[config.mk]
export PLATFORM = sky130hd
export DESIGN_NAME = mem_cycle_seq
export DESIGN_NICKNAME = d
export VERILOG_FILES = /design/src/rtl/mcs_pkg.sv /design/src/rtl/mcs_phase_ctrl.sv /design/src/rtl/mcs_bus_regs.sv /design/src/rtl/mem_cycle_seq.sv
export SDC_FILE = /design/constraint.sdc
export NUM_CORES = 1
export LEC_CHECK = 0
export CAP_MARGIN = 10
export CORE_MARGIN = 1.5
export CORE_UTILIZATION = 37
export DETAILED_ROUTE_END_ITERATION = 16
export GPL_ROUTABILITY_DRIVEN = 0
export GPL_TIMING_DRIVEN = 0
export HOLD_SLACK_MARGIN = 0.06
export PLACE_DENSITY_LB_ADDON = 0.2
export SETUP_SLACK_MARGIN = 0.3
export SLEW_MARGIN = 0
export SYNTH_ARGS = -nofsm -noshare
export SYNTH_HDL_FRONTEND = slang
export SYNTH_HIERARCHICAL = 1
export SYNTH_SLANG_ARGS = --single-unit
[constraint.sdc]
create_clock -name clk -period 1.5 [get_ports clk]
set_input_delay 0.225 -clock clk [delete_from_list [all_inputs] [get_ports clk]]
set_output_delay 0.225 -clock clk [all_outputs]
set_load 0.05 [all_outputs]
[src/rtl/mcs_pkg.sv]
// Shared types for the memory cycle sequencer.
package mcs_pkg;
    // Access phase: idle, opening phase, wait phase, closing phase
    typedef enum logic [1:0] {
        PH_IDLE = 2'd0,
        PH_OPEN = 2'd1,
        PH_WAIT = 2'd2,
        PH_DONE = 2'd3
    } mcs_phase_e;
endpackage

[src/rtl/mcs_phase_ctrl.sv]
// Phase controller: steps one access through open, wait (repeated) and
// closing phases. Assumes memory ready is a synchronous, single-clock
// indication; ready is already examined at the edge ending the open phase.
module mcs_phase_ctrl
    import mcs_pkg::*;
(
    input  logic       clk,
    input  logic       rst_n,
    input  logic       start,
    input  logic       mem_ready,
    output mcs_phase_e phase,
    output logic       accept,
    output logic       finish,
    output logic       active,
    output logic       done
);
    mcs_phase_e phase_q, phase_d;

    // Decode the handshake events from the present phase
    always_comb begin
        accept = (phase_q == PH_IDLE) && start;
        active = (phase_q == PH_OPEN) || (phase_q == PH_WAIT);
        finish = active && mem_ready;
        done   = (phase_q == PH_DONE);
    end

    // Next-phase selection
    always_comb begin
        phase_d = phase_q;
        unique case (phase_q)
            PH_IDLE: if (start) phase_d = PH_OPEN;
            PH_OPEN: phase_d = mem_ready ? PH_DONE : PH_WAIT;
            PH_WAIT: if (mem_ready) phase_d = PH_DONE;
            PH_DONE: phase_d = PH_IDLE;
            default: phase_d = PH_IDLE;
        endcase
    end

    // Phase register with synchronous active-low reset
    always_ff @(posedge clk) begin
        if (!rst_n) phase_q <= PH_IDLE;
        else        phase_q <= phase_d;
    end

    assign phase = phase_q;

    // completion marker lasts one clock
    a_r7_done_pulse: assert property (@(posedge clk) disable iff (!rst_n)
        done |=> !done);
    // a ready edge during an active phase leads straight to completion
    a_r4_ready_ends: assert property (@(posedge clk) disable iff (!rst_n)
        (active && mem_ready) |=> done);
endmodule

[src/rtl/mcs_bus_regs.sv]
// Bus registers: hold the address, write data and direction of the access
// in progress, and keep the last read result. Assumes accept and finish
// never coincide (the phase controller guarantees this).
module mcs_bus_regs #(
    parameter int ADDR_W = 12,
    parameter int DATA_W = 16
) (
    input  logic              clk,
    input  logic              rst_n,
    input  logic              accept,
    input  logic              finish,
    input  logic              req_write,
    input  logic [ADDR_W-1:0] req_addr,
    input  logic [DATA_W-1:0] req_wdata,
    input  logic [DATA_W-1:0] mem_rdata,
    output logic [ADDR_W-1:0] addr_q,
    output logic [DATA_W-1:0] wdata_q,
    output logic              write_q,
    output logic [DATA_W-1:0] rdata_q
);
    // Latch the request when the access is taken
    always_ff @(posedge clk) begin
        if (!rst_n) begin
            addr_q  <= '0;
            wdata_q <= '0;
            write_q <= 1'b0;
        end else if (accept) begin
            addr_q  <= req_addr;
            write_q <= req_write;
            if (req_write) wdata_q <= req_wdata;
        end
    end

    // Capture memory data at the ready edge of a read only
    always_ff @(posedge clk) begin
        if (!rst_n)                  rdata_q <= '0;
        else if (finish && !write_q) rdata_q <= mem_rdata;
    end

    // the held address only moves when a new access is taken
    a_r8_addr_hold: assert property (@(posedge clk) disable iff (!rst_n)
        !accept |=> $stable(addr_q));
    // a finishing write keeps the read result
    a_r6_write_keeps: assert property (@(posedge clk) disable iff (!rst_n)
        (finish && write_q) |=> $stable(rdata_q));
endmodule

[src/rtl/mem_cycle_seq.sv]
// Memory cycle sequencer top: takes one request while idle, drives the
// memory strobes until ready, then reports completion. Assumes one
// outstanding access and a memory that never needs the strobes to drop
// between wait clocks.
module mem_cycle_seq
    import mcs_pkg::*;
#(
    parameter int ADDR_W = 12,
    parameter int DATA_W = 16
) (
    input  logic              clk,
    input  logic              rst_n,
    input  logic              req_valid,
    input  logic              req_write,
    input  logic [ADDR_W-1:0] req_addr,
    input  logic [DATA_W-1:0] req_wdata,
    output logic              busy,
    output logic [ADDR_W-1:0] mem_addr,
    output logic [DATA_W-1:0] mem_wdata,
    output logic              mem_rd,
    output logic              mem_wr,
    input  logic              mem_ready,
    input  logic [DATA_W-1:0] mem_rdata,
    output logic [DATA_W-1:0] rsp_rdata,
    output logic              rsp_done
);
    mcs_phase_e phase;
    logic       accept, finish, active, write_q;

    mcs_phase_ctrl u_ctrl (
        .clk       (clk),
        .rst_n     (rst_n),
        .start     (req_valid),
        .mem_ready (mem_ready),
        .phase     (phase),
        .accept    (accept),
        .finish    (finish),
        .active    (active),
        .done      (rsp_done)
    );

    mcs_bus_regs #(.ADDR_W(ADDR_W), .DATA_W(DATA_W)) u_regs (
        .clk       (clk),
        .rst_n     (rst_n),
        .accept    (accept),
        .finish    (finish),
        .req_write (req_write),
        .req_addr  (req_addr),
        .req_wdata (req_wdata),
        .mem_rdata (mem_rdata),
        .addr_q    (mem_addr),
        .wdata_q   (mem_wdata),
        .write_q   (write_q),
        .rdata_q   (rsp_rdata)
    );

    // Strobes follow the active phases, steered by the held direction
    always_comb begin
        mem_rd = active && !write_q;
        mem_wr = active &&  write_q;
        busy   = (phase != PH_IDLE);
    end

    // strobes never overlap
    a_r9_strobe_excl: assert property (@(posedge clk) disable iff (!rst_n)
        !(mem_rd && mem_wr));
    // a strobe without ready persists with the address unchanged
    a_r3_read_hold: assert property (@(posedge clk) disable iff (!rst_n)
        (mem_rd && !mem_ready) |=> (mem_rd && $stable(mem_addr)));
    a_r3_write_hold: assert property (@(posedge clk) disable iff (!rst_n)
        (mem_wr && !mem_ready) |=> (mem_wr && $stable(mem_addr)));
    // no strobe during the completion cycle
    a_r7_quiet_done: assert property (@(posedge clk) disable iff (!rst_n)
        rsp_done |-> (!mem_rd && !mem_wr));
    // a reset edge leaves the block idle and quiet
    a_r10_reset_idle: assert property (@(posedge clk)
        !rst_n |=> (!busy && !mem_rd && !mem_wr && !rsp_done));
endmodule

Word level (Yosys, flattened, before mapping)
Index checks and enable logic that the tools add are counted.
{ "classes": {"eq_ne": 5, "n_reduce_logical": 11, "mux": 4} }
{ "op_table": {"columns": ["cell", "count"], "rows": [
  ["$pmux W2 S4", 1],
  ["$logic_and A1 B1 Y1", 5],
  ["$eq A2 B2 Y1 const B", 2],
  ["$mux W2", 2],
  ["$ne A2 B2 Y1 const B", 2],
  ["$reduce_and A2 Y1", 2],
  ["$eq A2 B1 Y1 const B", 1],
  ["$logic_not A2 Y1", 1],
  ["$reduce_bool A2 Y1", 1],
  ["$logic_not A1 Y1", 1],
  ["$logic_or A1 B1 Y1", 1],
  ["$mux W1", 1]
]} }
{ "totals": {"reg_bits": 47, "output_inout_bits": 48, "elab_cells": 25, "in_bits": 49} }

Logic depth before layout (Yosys ltp)
Gate-level depths: netlist of the first run.
{ "logic_depth": {"depth_word": 4, "ltp_mapped": 7, "depth_no_buf": 5} }

By module
Netlist of the first run, hierarchy kept.
{ "modules_own_cells": {"columns": ["mod", "cells_per_inst", "area_per_inst_um2", "n_inst", "seq_area_each_um2"], "rows": [
  ["mcs_bus_regs", 187, 1818.0, 1, 900.9],
  ["mcs_phase_ctrl", 20, 195.2, 1, 40.0],
  ["mem_cycle_seq", 3, 22.5, 1, 0.0]
]} }

Worst setup path after synthesis of the first run
Ideal clock, no wire load.
{ "synth_timing": {"path_kind": "register -> register", "from": "register u_ctrl.phase_q[1], in the netlist u_ctrl/phase[1]", "to": "register u_regs.rdata_q[10]", "path_stages_with_launch": 8, "path_buffers": 2, "t_arrival_ns": 1.456, "period_less_slack_ns": 1.527, "required_time_ns": 1.428, "slack_ns": -0.027, "setup_time_ns": 0.072, "path_cell_list": "dfxtp_1 inv_1 ha_1 and2_1 nor2b_1 buf_4 buf_6 mux2i_1"} }
{ "synth_via": {"elab_chain_cells": 4, "elab_cells_between_ends": 5, "classes_between": "2 x eq/ne; 3 x reduce/logical"} }
{ "synth_rtl": {"columns": ["item", "line", "source"], "rows": [
  ["start: declaration", "mcs_phase_ctrl.sv:17", "mcs_phase_e phase_q, phase_d;"],
  ["start signal: assignment", "mcs_phase_ctrl.sv:42", "else phase_q <= phase_d;"],
  ["$eq A2 B1 Y1 or $eq A2 B2 Y1 (tied branches)", "mcs_phase_ctrl.sv:22", "active = (phase_q == PH_OPEN) || (phase_q == PH_WAIT);"],
  ["$logic_or A1 B1 Y1 (*)", "mcs_phase_ctrl.sv:22", null],
  ["net active", "mem_cycle_seq.sv:28", "logic accept, finish, active, write_q;"],
  ["$logic_and A1 B1 Y1 (*)", "mcs_phase_ctrl.sv:23", "finish = active && mem_ready;"],
  ["net finish", "mem_cycle_seq.sv:28", null],
  ["$logic_and A1 B1 Y1 (*)", "mcs_bus_regs.sv:37", "else if (finish && !write_q) rdata_q <= mem_rdata;"],
  ["end signal: assignment", "mcs_bus_regs.sv:37", null],
  ["end: declaration", "mcs_bus_regs.sv:19", "output logic [DATA_W-1:0] rdata_q"]
]} }
The timed path passes the listed nets; every way through them passes the cells marked *.
A chain may end at the register's enable or synchronous reset.

Worst setup path in the final report of the first run
{ "layout_timing": {"from": "register u_ctrl.phase_q[1], in the netlist u_ctrl/phase[1]", "to": "output port mem_rd"} }
{ "layout_via": {"elab_chain_cells": 3, "elab_cells_between_ends": 4, "classes_between": "2 x eq/ne; 2 x reduce/logical"} }
{ "layout_rtl": {"columns": ["item", "line", "source"], "rows": [
  ["$eq A2 B1 Y1 or $eq A2 B2 Y1 (tied branches)", "mcs_phase_ctrl.sv:22", null],
  ["$logic_or A1 B1 Y1 (*)", "mcs_phase_ctrl.sv:22", null],
  ["net active", "mem_cycle_seq.sv:28", null],
  ["$logic_and A1 B1 Y1 (*)", "mem_cycle_seq.sv:59", "mem_rd = active && !write_q;"],
  ["end: declaration", "mem_cycle_seq.sv:20", "output logic mem_rd,"]
]} }
Marked as above.

==> results of run 1 <==
## final cells by class
cell class / instances / area (µm²)
Fill cell: 474 / 1898
Multi-Input combinational cell: 143 / 1046
Sequential cell: 47 / 948.4
Timing Repair Buffer: 108 / 927.1
Buffer: 18 / 185.2
Clock buffer: 8 / 100.1
Tap cell: 70 / 87.58
Inverter: 2 / 12.51
## flip-flops by register name (all words and copies together) (netlist names)
name            flops
u_regs/rdata_q     16
u_regs/wdata_q     16
u_regs/addr_q      12
u_ctrl/phase        2
u_regs/write_q      1
## cells in the mapped netlist, types with 2 or more instances
cell type	n	area [µm²]
buf_4	6	45.04
buf_2	5	25.02
nand2_1	48	180.2
nor2b_1	15	93.84
o21ai_2	10	87.58
nand4_1	16	100.1
and2_2	2	15.01
ha_1	5	62.56
dfxtp_1	47	940.9
o21ai_0	7	35.03
buf_6	3	33.78
mux2i_1	28	280.3
clkbuf_1	2	7.510
## how the worst min path moves through the flow
stage,from,depth (start not counted),end,slack (ps)
2_1_floorplan,rst_n,1,u_ctrl/phase[0],350
3_3_place_gp,u_regs/rdata_q[9],2,u_regs/rdata_q[9],440
3_5_place_dp,u_regs/rdata_q[9],2,u_regs/rdata_q[9],450
4_1_cts,req_write,3,u_regs/wdata_q[4],200
5_1_grt,req_write,3,u_regs/wdata_q[4],200
6_report,req_write,3,u_regs/wdata_q[4],210
## logic make-up (layout without fill, tap and decap cells)
group                    count (synthesis)  count (layout)  synth area share [%]
AO/OA/AOI/OAI                           22              22                 8.052
adder cells (fa/ha/maj)                  5               5                 3.073
buffers and inverters                   20             136                 7.006
flip-flops                              47              47                 46.22
multiplexers                            28              28                 13.77
AND/OR/NAND/NOR                         88              88                 21.88
## tightest hold or removal path: stages
cell,delay (ps)
buf_6,120
nand4_1,70
o21ai_1,50
## per-layer routing
metal  track usage [%]  vias to the layer above  share of wire, %
met5                 0                        -                 0
met4             7.818                        0               1.4
met3             5.238                        7               6.2
met2             29.65                       61                47
met1             23.50                      848                45
li1                  -                      937                 -
## metrics by stage
stage | cells | util, % | setup TNS (ps) | cell area [µm²]
final | 396 | 63.53 | -13.29 | 3307
after global placement | 375 | 59.83 | -3968 | 3114
after CTS | 394 | 62.04 | -20.67 | 3229
after floorplan | 210 | - | 0 | 2076
after global routing | 396 | 63.53 | -267.8 | 3307
after detailed placement | 375 | 59.83 | -4844 | 3114
## timing repair
item,CTS,global route
endpoints found under the hold margin,0,0
gates resized for setup,281,14
pin swaps,9,6
setup endpoints to repair,95,51
buffers inserted,8,2
gates cloned,3,0
## power groups by stage
stage               sequential, mW  clock (mW)  combinational [mW]
floorplan                     2.41           0                1.19
global placement              1.67           0                2.75
detailed placement            1.67           0                2.78
CTS                           1.64       0.858                3.10
global route                  1.68       0.916                3.44
finish                        1.64       0.828                3.26
==> flow_metrics.env, run 1 <==
export IMPL_ys_flop_type="dfxtp_1"
export IMPL_cp_slowest_cell="dfxtp_4"
export IMPL_die_w_um=77.18
export IMPL_hold_violations=0
export IMPL_first_pass_iters=4
export IMPL_critPathLaunch="u_ctrl/phase[1]"
export IMPL_netlist_area_um2=2036
export IMPL_power_frac_seq_pct=28.7
export IMPL_numClockSinks=47
export IMPL_period_share_pct=100.9
export IMPL_fmax_mhz=660.8
export IMPL_worstMarginPinSlew_ps=469.3
export IMPL_netlist_instances=210
export IMPL_internal_power_mw=3.352
export IMPL_status="finished with violations"
export IMPL_dp_hpwl_um=3550
export IMPL_ys_async_sr_fraction_pct=0
export IMPL_pre_cts_ws_ps=-361.5
export IMPL_arrival_ps=1290
export IMPL_antenna_found_initial=0
export IMPL_finalPower_mw=5.734
export IMPL_rr_startpoint="u_ctrl/phase[0]"
export IMPL_whs_ps=212.5
export IMPL_avgSynthCellArea_um2=9.694
export IMPL_drc_errors=0
export IMPL_synth_cell_types=29
export IMPL_ys_seq_elements=47
export IMPL_clkTransAtPathRegs_ps=80
export IMPL_routed_via_count=1853
export IMPL_clkPwrFrac_pct=14.4
export IMPL_floorplan_initialDensity_pct=39.11
export IMPL_r2r_end="u_regs/rdata_q[5]"
export IMPL_layout_common_cells="nand2_1 (48), clkdlybuf4s50_1 (47), buf_2 (47), dfxtp_1 (45), mux2i_1 (28)"
export IMPL_nets=379
export IMPL_fin_ws_ps=-13.29
export IMPL_die_h_um=77.18
export IMPL_ff2ff_path_depth=7
export IMPL_rows=26
export IMPL_critPathKind="register to primary output"
export IMPL_fin_crit_ps=1513
export IMPL_portBuffers=95
export IMPL_yosysWarnings=6
export IMPL_cts_root_buf="clkbuf_8"
export IMPL_switching_share_pct=41.54
export IMPL_path_delay_family="flip-flops"
export IMPL_drv_slew=0
export IMPL_drt_iter0_markers=43
export IMPL_rrSetupSlack_ps=40
export IMPL_critPathBufInv=2
export IMPL_crit_path_start_kind="register"
export IMPL_routed_wl_um=5305
export IMPL_grt_ovfl_total=0
export IMPL_antenna_cells=0
export IMPL_p_comb_share_pct=56.9
export IMPL_skew_ps=7.908
export IMPL_cts_inserted_buffers=5
export IMPL_failed_checks="setup timing"
export IMPL_die_area_um2=5956
export IMPL_critPathMaxFanout=4
export IMPL_ctsHtreeMaxLevel=2
export IMPL_cellLeakagePower_nw=1.426
export IMPL_endpoint="mem_rd"
export IMPL_synth_edf_count=0
export IMPL_wl_per_cell_um=13.40
export IMPL_synth_seq_area_share_pct=46.22
export IMPL_ant_nets=0
export IMPL_crit_chain="inv_4 -> ha_4 -> and2b_2 -> buf_8"
export IMPL_path_depth=4
export IMPL_pin_count=97
export IMPL_vdd_drop_max_uv=930.0
export IMPL_synth_fp_nets=264
export IMPL_core_area_um2=5205
export IMPL_finalSetupViolations=1
export IMPL_rsz0062_at_grt="yes"
export IMPL_power_switching_mw=2.382
export IMPL_grt_max_degree=14
export IMPL_area_delta_synth_final_pct=62.45
export IMPL_clock_path_buffers=2
export IMPL_powerDensity_nw_per_um2=1734
export IMPL_grt_pass1_wl_um=8797
export IMPL_maxCapViolCount=0
export IMPL_cp_required_ps=1270
export IMPL_slew_limit_headroom_pct=68.71
export IMPL_viasPerCell=4.679
export IMPL_track_usage_pct=18.63
export IMPL_slowest_delay_ps=370
export IMPL_cts_tree="yes"
export IMPL_layout_drive_gt1_share_pct=35.58
export IMPL_hold_path_class="primary input to register"
export IMPL_first_global_vias=1818
export IMPL_layout_commonest_cell="nand2_1"
export IMPL_crit_path_end_kind="primary output"
export IMPL_ctsHoldBuffers=0
export IMPL_insertion_delay_ps=300
(Power assumes the default switching activity.)
==> run 2: changes to the inputs <==
--- a/config.mk
+++ b/config.mk
@@ -10,7 +10,7 @@
 export CORE_UTILIZATION = 37
 export DETAILED_ROUTE_END_ITERATION = 16
 export GPL_ROUTABILITY_DRIVEN = 0
-export GPL_TIMING_DRIVEN = 0
+export GPL_TIMING_DRIVEN = 1
 export HOLD_SLACK_MARGIN = 0.06
 export PLACE_DENSITY_LB_ADDON = 0.2
 export SETUP_SLACK_MARGIN = 0.3
==> flow_metrics.env, run 2 (synthesis gave the netlist of run 1 again) <==
export IMPL_status="finished with violations"
export IMPL_failed_checks="setup timing"
export IMPL_antenna_found_initial=0
export IMPL_drv_slew=0
export IMPL_routed_via_count=1832
export IMPL_period_share_pct=100.3
export IMPL_cp_required_ps=1270
export IMPL_die_w_um=77.18
export IMPL_die_area_um2=5956
export IMPL_clock_path_buffers=2
export IMPL_utilization_pct=64.23
export IMPL_cp_slowest_cell="dfxtp_2"
export IMPL_rr_startpoint="u_ctrl/phase[0]"
export IMPL_nets=372
export IMPL_cts_root_buf="clkbuf_8"
export IMPL_critPathLaunch="u_ctrl/phase[1]"
export IMPL_finalPower_mw=5.798
export IMPL_critPathKind="register to primary output"
export IMPL_layout_commonest_cell="buf_4"
export IMPL_viasPerCell=4.710
export IMPL_maxCapViolCount=0
export IMPL_die_h_um=77.18
export IMPL_internal_power_mw=3.447
export IMPL_ctsHtreeMaxLevel=2
export IMPL_rows=26
export IMPL_placed_cell_area_um2=3020
export IMPL_antenna_cells=0
export IMPL_worstMarginPinSlew_ps=404.7
export IMPL_ant_nets=0
export IMPL_min_from="rst_n"
export IMPL_core_area_um2=5205
export IMPL_numClockSinks=47
export IMPL_hold_violations=0
export IMPL_slowest_delay_ps=340
export IMPL_clkTransAtPathRegs_ps=80
export IMPL_crit_path_start_kind="register"
export IMPL_whs_ps=378.2
export IMPL_power_frac_seq_pct=28.4
export IMPL_fill_cells=455
export IMPL_critPathMaxFanout=4
export IMPL_drt_iter0_markers=49
export IMPL_insertion_delay_ps=290
export IMPL_wl_per_cell_um=13.20
export IMPL_drc_errors=0
export IMPL_holdPathStages=3
export IMPL_place_inst=369
export IMPL_dp_hpwl_um=3344
export IMPL_fin_crit_ps=1505
export IMPL_crit_chain="inv_2 -> ha_4 -> and2b_2 -> buf_12"
export IMPL_rsz0062_at_grt="yes"
export IMPL_fin_ws_ps=-4.993
export IMPL_critPathBufInv=2
export IMPL_power_switching_mw=2.351
export IMPL_instances_no_fill=389
export IMPL_cellLeakagePower_nw=1.385
export IMPL_cts_tree="yes"
export IMPL_floorplan_initialDensity_pct=39.11
export IMPL_ff2ff_path_depth=7
export IMPL_switching_share_pct=40.55
export IMPL_p_comb_share_pct=57.3
export IMPL_grt_pass1_wl_um=8335
export IMPL_track_usage_pct=17.53
export IMPL_cts_inserted_buffers=5
export IMPL_layout_common_cells="buf_4 (51), nand2_1 (48), clkdlybuf4s50_1 (47), dfxtp_1 (45), mux2i_1 (28)"
export IMPL_crit_path_end_kind="primary output"
export IMPL_arrival_ps=1280
export IMPL_slew_limit_headroom_pct=73.02
export IMPL_fmax_mhz=664.5
export IMPL_ctsHoldBuffers=0
export IMPL_finalSetupViolations=1
export IMPL_layout_drive_gt1_share_pct=33.23
export IMPL_grt_max_degree=36
export IMPL_hold_path_class="primary input to register"
export IMPL_powerDensity_nw_per_um2=1734
export IMPL_clkPwrFrac_pct=14.3
export IMPL_finalInstanceArea_um2=3343
export IMPL_grt_ovfl_total=0
export IMPL_vdd_drop_max_uv=999.9
export IMPL_path_delay_family="flip-flops"
export IMPL_area_delta_synth_final_pct=64.23
export IMPL_pin_count=97
export IMPL_routed_wl_um=5134
export IMPL_first_global_vias=1708
export IMPL_path_depth=4
export IMPL_portBuffers=96
export IMPL_reg_top3="u_regs/rdata_q x16, u_regs/wdata_q x16, u_regs/addr_q x12"
export IMPL_first_pass_iters=4
export IMPL_skew_ps=3.665
## run 2: cell types whose count changed in the layout (fill, tap and decap cells not counted), sizes merged
cell	change
buf	-9
and2	+3
clkbuf	-1
## run 2: routing by layer
| metal | up-vias | wire, µm | global-route usage, % | share of wire [%] |
|---|---|---|---|---|
| met2 | 69 | 2482 | 30.00 | 48 |
| met4 | 0 | 68 | 7.091 | 1.3 |
| met3 | 5 | 365 | 4.643 | 7.1 |
| li1 | 921 | - | - | - |
| met1 | 837 | 2217 | 20.66 | 43 |
| met5 | - | 0 | 0 | 0 |
## run 2: stage by stage
step	setup slack, ps	setup TNS (ps)
finish	-4.993	-4.993
global route	-41.62	-86.40
detailed placement	-22.09	-99.51
global placement	8.998	0
floorplan	74.64	0
CTS	-16.98	-16.98
## run 2: area by class of cell
cell class	instances	area (µm²)	area share, %
Tap cell	70	87.58	2.620
Inverter	2	10.01	0.2994
Sequential cell	47	945.9	28.29
Multi-Input combinational cell	146	1050	31.40
Timing Repair Buffer	116	1150	34.39
Clock buffer	8	100.1	2.994
## run 2: final timing paths
check	to	slack, ps
setup / recovery	mem_rd	-5
hold / removal	u_regs/wdata_q[4]	380
setup reg to reg	u_regs/rdata_q[4]	60
hold reg to reg	u_regs/rdata_q[0]	460
## run 2: repair_timing
action,CTS,global route
pin swaps,5,8
buffers inserted,6,1
endpoints found under the setup margin,51,51
gates cloned,2,3
resized for setup,19,6
## run 2: worst register-to-register path, cell delays in order, from the launching register on
cell and delay [ps]:
dfxtp_4 370, inv_4 40, ha_4 260, and2_1 120, nor2b_4 160, buf_6 110
buf_12 120, mux2i_1 190
## run 2: power groups by stage
stage	Clock [mW]	Sequential (mW)	Combinational [mW]
2_1_floorplan	0	2.41	1.19
3_3_place_gp	0	1.67	2.81
3_5_place_dp	0	1.67	2.83
4_1_cts	0.865	1.64	3.19
5_1_grt	0.925	1.68	3.50
6_report	0.827	1.65	3.32
==> run 3: changes to the inputs <==
--- a/config.mk
+++ b/config.mk
@@ -6,8 +6,10 @@
 export NUM_CORES = 1
 export LEC_CHECK = 0
 export CAP_MARGIN = 10
+export CORE_ASPECT_RATIO = 0.9
 export CORE_MARGIN = 1.5
 export CORE_UTILIZATION = 37
+export CTS_CLUSTER_SIZE = 30
 export DETAILED_ROUTE_END_ITERATION = 16
 export GPL_ROUTABILITY_DRIVEN = 0
 export GPL_TIMING_DRIVEN = 1
==> flow_metrics.env, run 3 (synthesis gave the netlist of run 1 again) <==
export IMPL_cts_root_buf="clkbuf_8"
export IMPL_layout_common_cells="buf_4 (50), nand2_1 (48), clkdlybuf4s50_1 (47), dfxtp_1 (45), mux2i_1 (27)"
export IMPL_fmax_mhz=659.0
export IMPL_cts_tree="yes"
export IMPL_switching_share_pct=39.88
export IMPL_grt_ovfl_total=0
export IMPL_rrSetupSlack_ps=50
export IMPL_worstMarginPinSlew_ps=348.6
export IMPL_critPathKind="register to primary output"
export IMPL_power_switching_mw=2.441
export IMPL_arrival_ps=1290
export IMPL_core_area_um2=5286
export IMPL_rows=25
export IMPL_power_frac_seq_pct=27.1
export IMPL_die_area_um2=5957
export IMPL_period_share_pct=101.2
export IMPL_finalSetupViolations=1
export IMPL_p_comb_share_pct=56.9
export IMPL_crit_path_start_kind="register"
export IMPL_ctsHtreeMaxLevel=2
export IMPL_dp_hpwl_um=3441
export IMPL_grt_busiest_layer="met2"
export IMPL_track_usage_pct=17.87
export IMPL_die_h_um=73.37
export IMPL_grt_max_degree=42
export IMPL_drt_iter0_markers=44
export IMPL_cts_inserted_buffers=5
export IMPL_grt_pass1_wl_um=8107
export IMPL_clock_path_buffers=2
export IMPL_first_pass_iters=4
export IMPL_portBuffers=96
export IMPL_clkPwrFrac_pct=15.9
export IMPL_grt_use_met3_pct=5.342
export IMPL_antenna_cells=0
export IMPL_fin_crit_ps=1518
export IMPL_status="finished with violations"
export IMPL_skew_ps=3.383
export IMPL_layout_commonest_cell="buf_4"
export IMPL_first_global_vias=1718
export IMPL_cp_required_ps=1270
export IMPL_drc_errors=0
export IMPL_cellLeakagePower_nw=1.419
export IMPL_hold_path_class="primary input to register"
export IMPL_grt_use_met2_pct=28.98
export IMPL_floorplan_initialDensity_pct=38.51
export IMPL_fin_ws_ps=-17.56
export IMPL_maxCapViolCount=0
export IMPL_layout_drive_gt1_share_pct=35.31
export IMPL_pin_count=97
export IMPL_whs_ps=347.3
export IMPL_powerDensity_nw_per_um2=1787
export IMPL_grtUsageMet1_pct=22.30
export IMPL_nets=373
export IMPL_ant_nets=0
export IMPL_drv_slew=0
export IMPL_numClockSinks=47
export IMPL_critPathMaxFanout=4
export IMPL_failed_checks="setup timing"
export IMPL_insertion_delay_ps=300
export IMPL_die_w_um=81.19
export IMPL_internal_power_mw=3.679
export IMPL_routed_wl_um=5387
export IMPL_viasPerCell=4.788
export IMPL_area_delta_synth_final_pct=68.22
export IMPL_crit_path_end_kind="primary output"
export IMPL_routed_via_count=1853
export IMPL_hold_violations=0
export IMPL_antenna_found_initial=0
export IMPL_reg_top3="u_regs/rdata_q x16, u_regs/wdata_q x16, u_regs/addr_q x12"
export IMPL_rsz0062_at_grt="yes"
export IMPL_slew_limit_headroom_pct=76.76
export IMPL_clkTransAtPathRegs_ps=90
export IMPL_vdd_drop_max_uv=853.4
export IMPL_wl_per_cell_um=13.92
export IMPL_finalSetupTns_ps=-17.56
[run 3: final cells by class]
class	instances	area [µm²]
Clock buffer	6	82.58
Clock inverter	2	35.03
Fill cell	440	1862
Inverter	2	12.51
Multi-Input combinational cell	145	1061
Sequential cell	47	948.4
Tap cell	67	83.83
Timing Repair Buffer	118	1201
[run 3: power by group through the flow]
stage	sequential [mW]	clock [mW]	combinational [mW]
2_1_floorplan	2.41	0	1.19
3_3_place_gp	1.67	0	2.82
3_5_place_dp	1.68	0	2.84
4_1_cts	1.66	0.994	3.32
5_1_grt	1.69	1.05	3.67
6_report	1.66	0.976	3.48
[run 3: repair_timing]
item                                    CTS  global route
hold buffers                              0             0
endpoints found under the setup margin   51            51
cloned                                    5             0
resized for setup                        23            15
setup buffers                             6             4
pin swaps                                 4             5
[run 3: through the flow]
stage / std cells / cell area, µm² / utilization (%) / worst slack, ps / power [mW]
after floorplan: 210 / 2076 / - / 74.64 / 3.604
after global placement: 364 / 3014 / 57.02 / 52.39 / 4.496
after detailed placement: 364 / 3014 / 57.02 / -4.175 / 4.518
after CTS: 383 / 3339 / 63.17 / -25.83 / 5.973
after global routing: 387 / 3425 / 64.78 / -63.70 / 6.405
final: 387 / 3425 / 64.78 / -17.56 / 6.119
[run 3: final timing paths]
kind / from / end / depth (start not counted)
setup reg to reg: u_ctrl/phase[1] / u_regs/rdata_q[5] / 6
setup / recovery: u_ctrl/phase[0] / mem_rd / 4
hold reg to reg: u_regs/rdata_q[8] / u_regs/rdata_q[8] / 2
hold / removal: rst_n / u_regs/wdata_q[3] / 3
[run 3: critical path, stage by stage, from the launching register on]
cell,delay [ps]
dfxtp_4,360
inv_4,40
ha_4,240
and2b_2,210
buf_12,150
[run 3: per-layer routing]
metal / share of wire [%] / vias up / wire length (µm)
li1: - / 921 / -
met1: 45 / 857 / 2416
met2: 46 / 68 / 2503
met3: 7.4 / 7 / 399
met4: 1.3 / 0 / 68
met5: 0 / - / 0
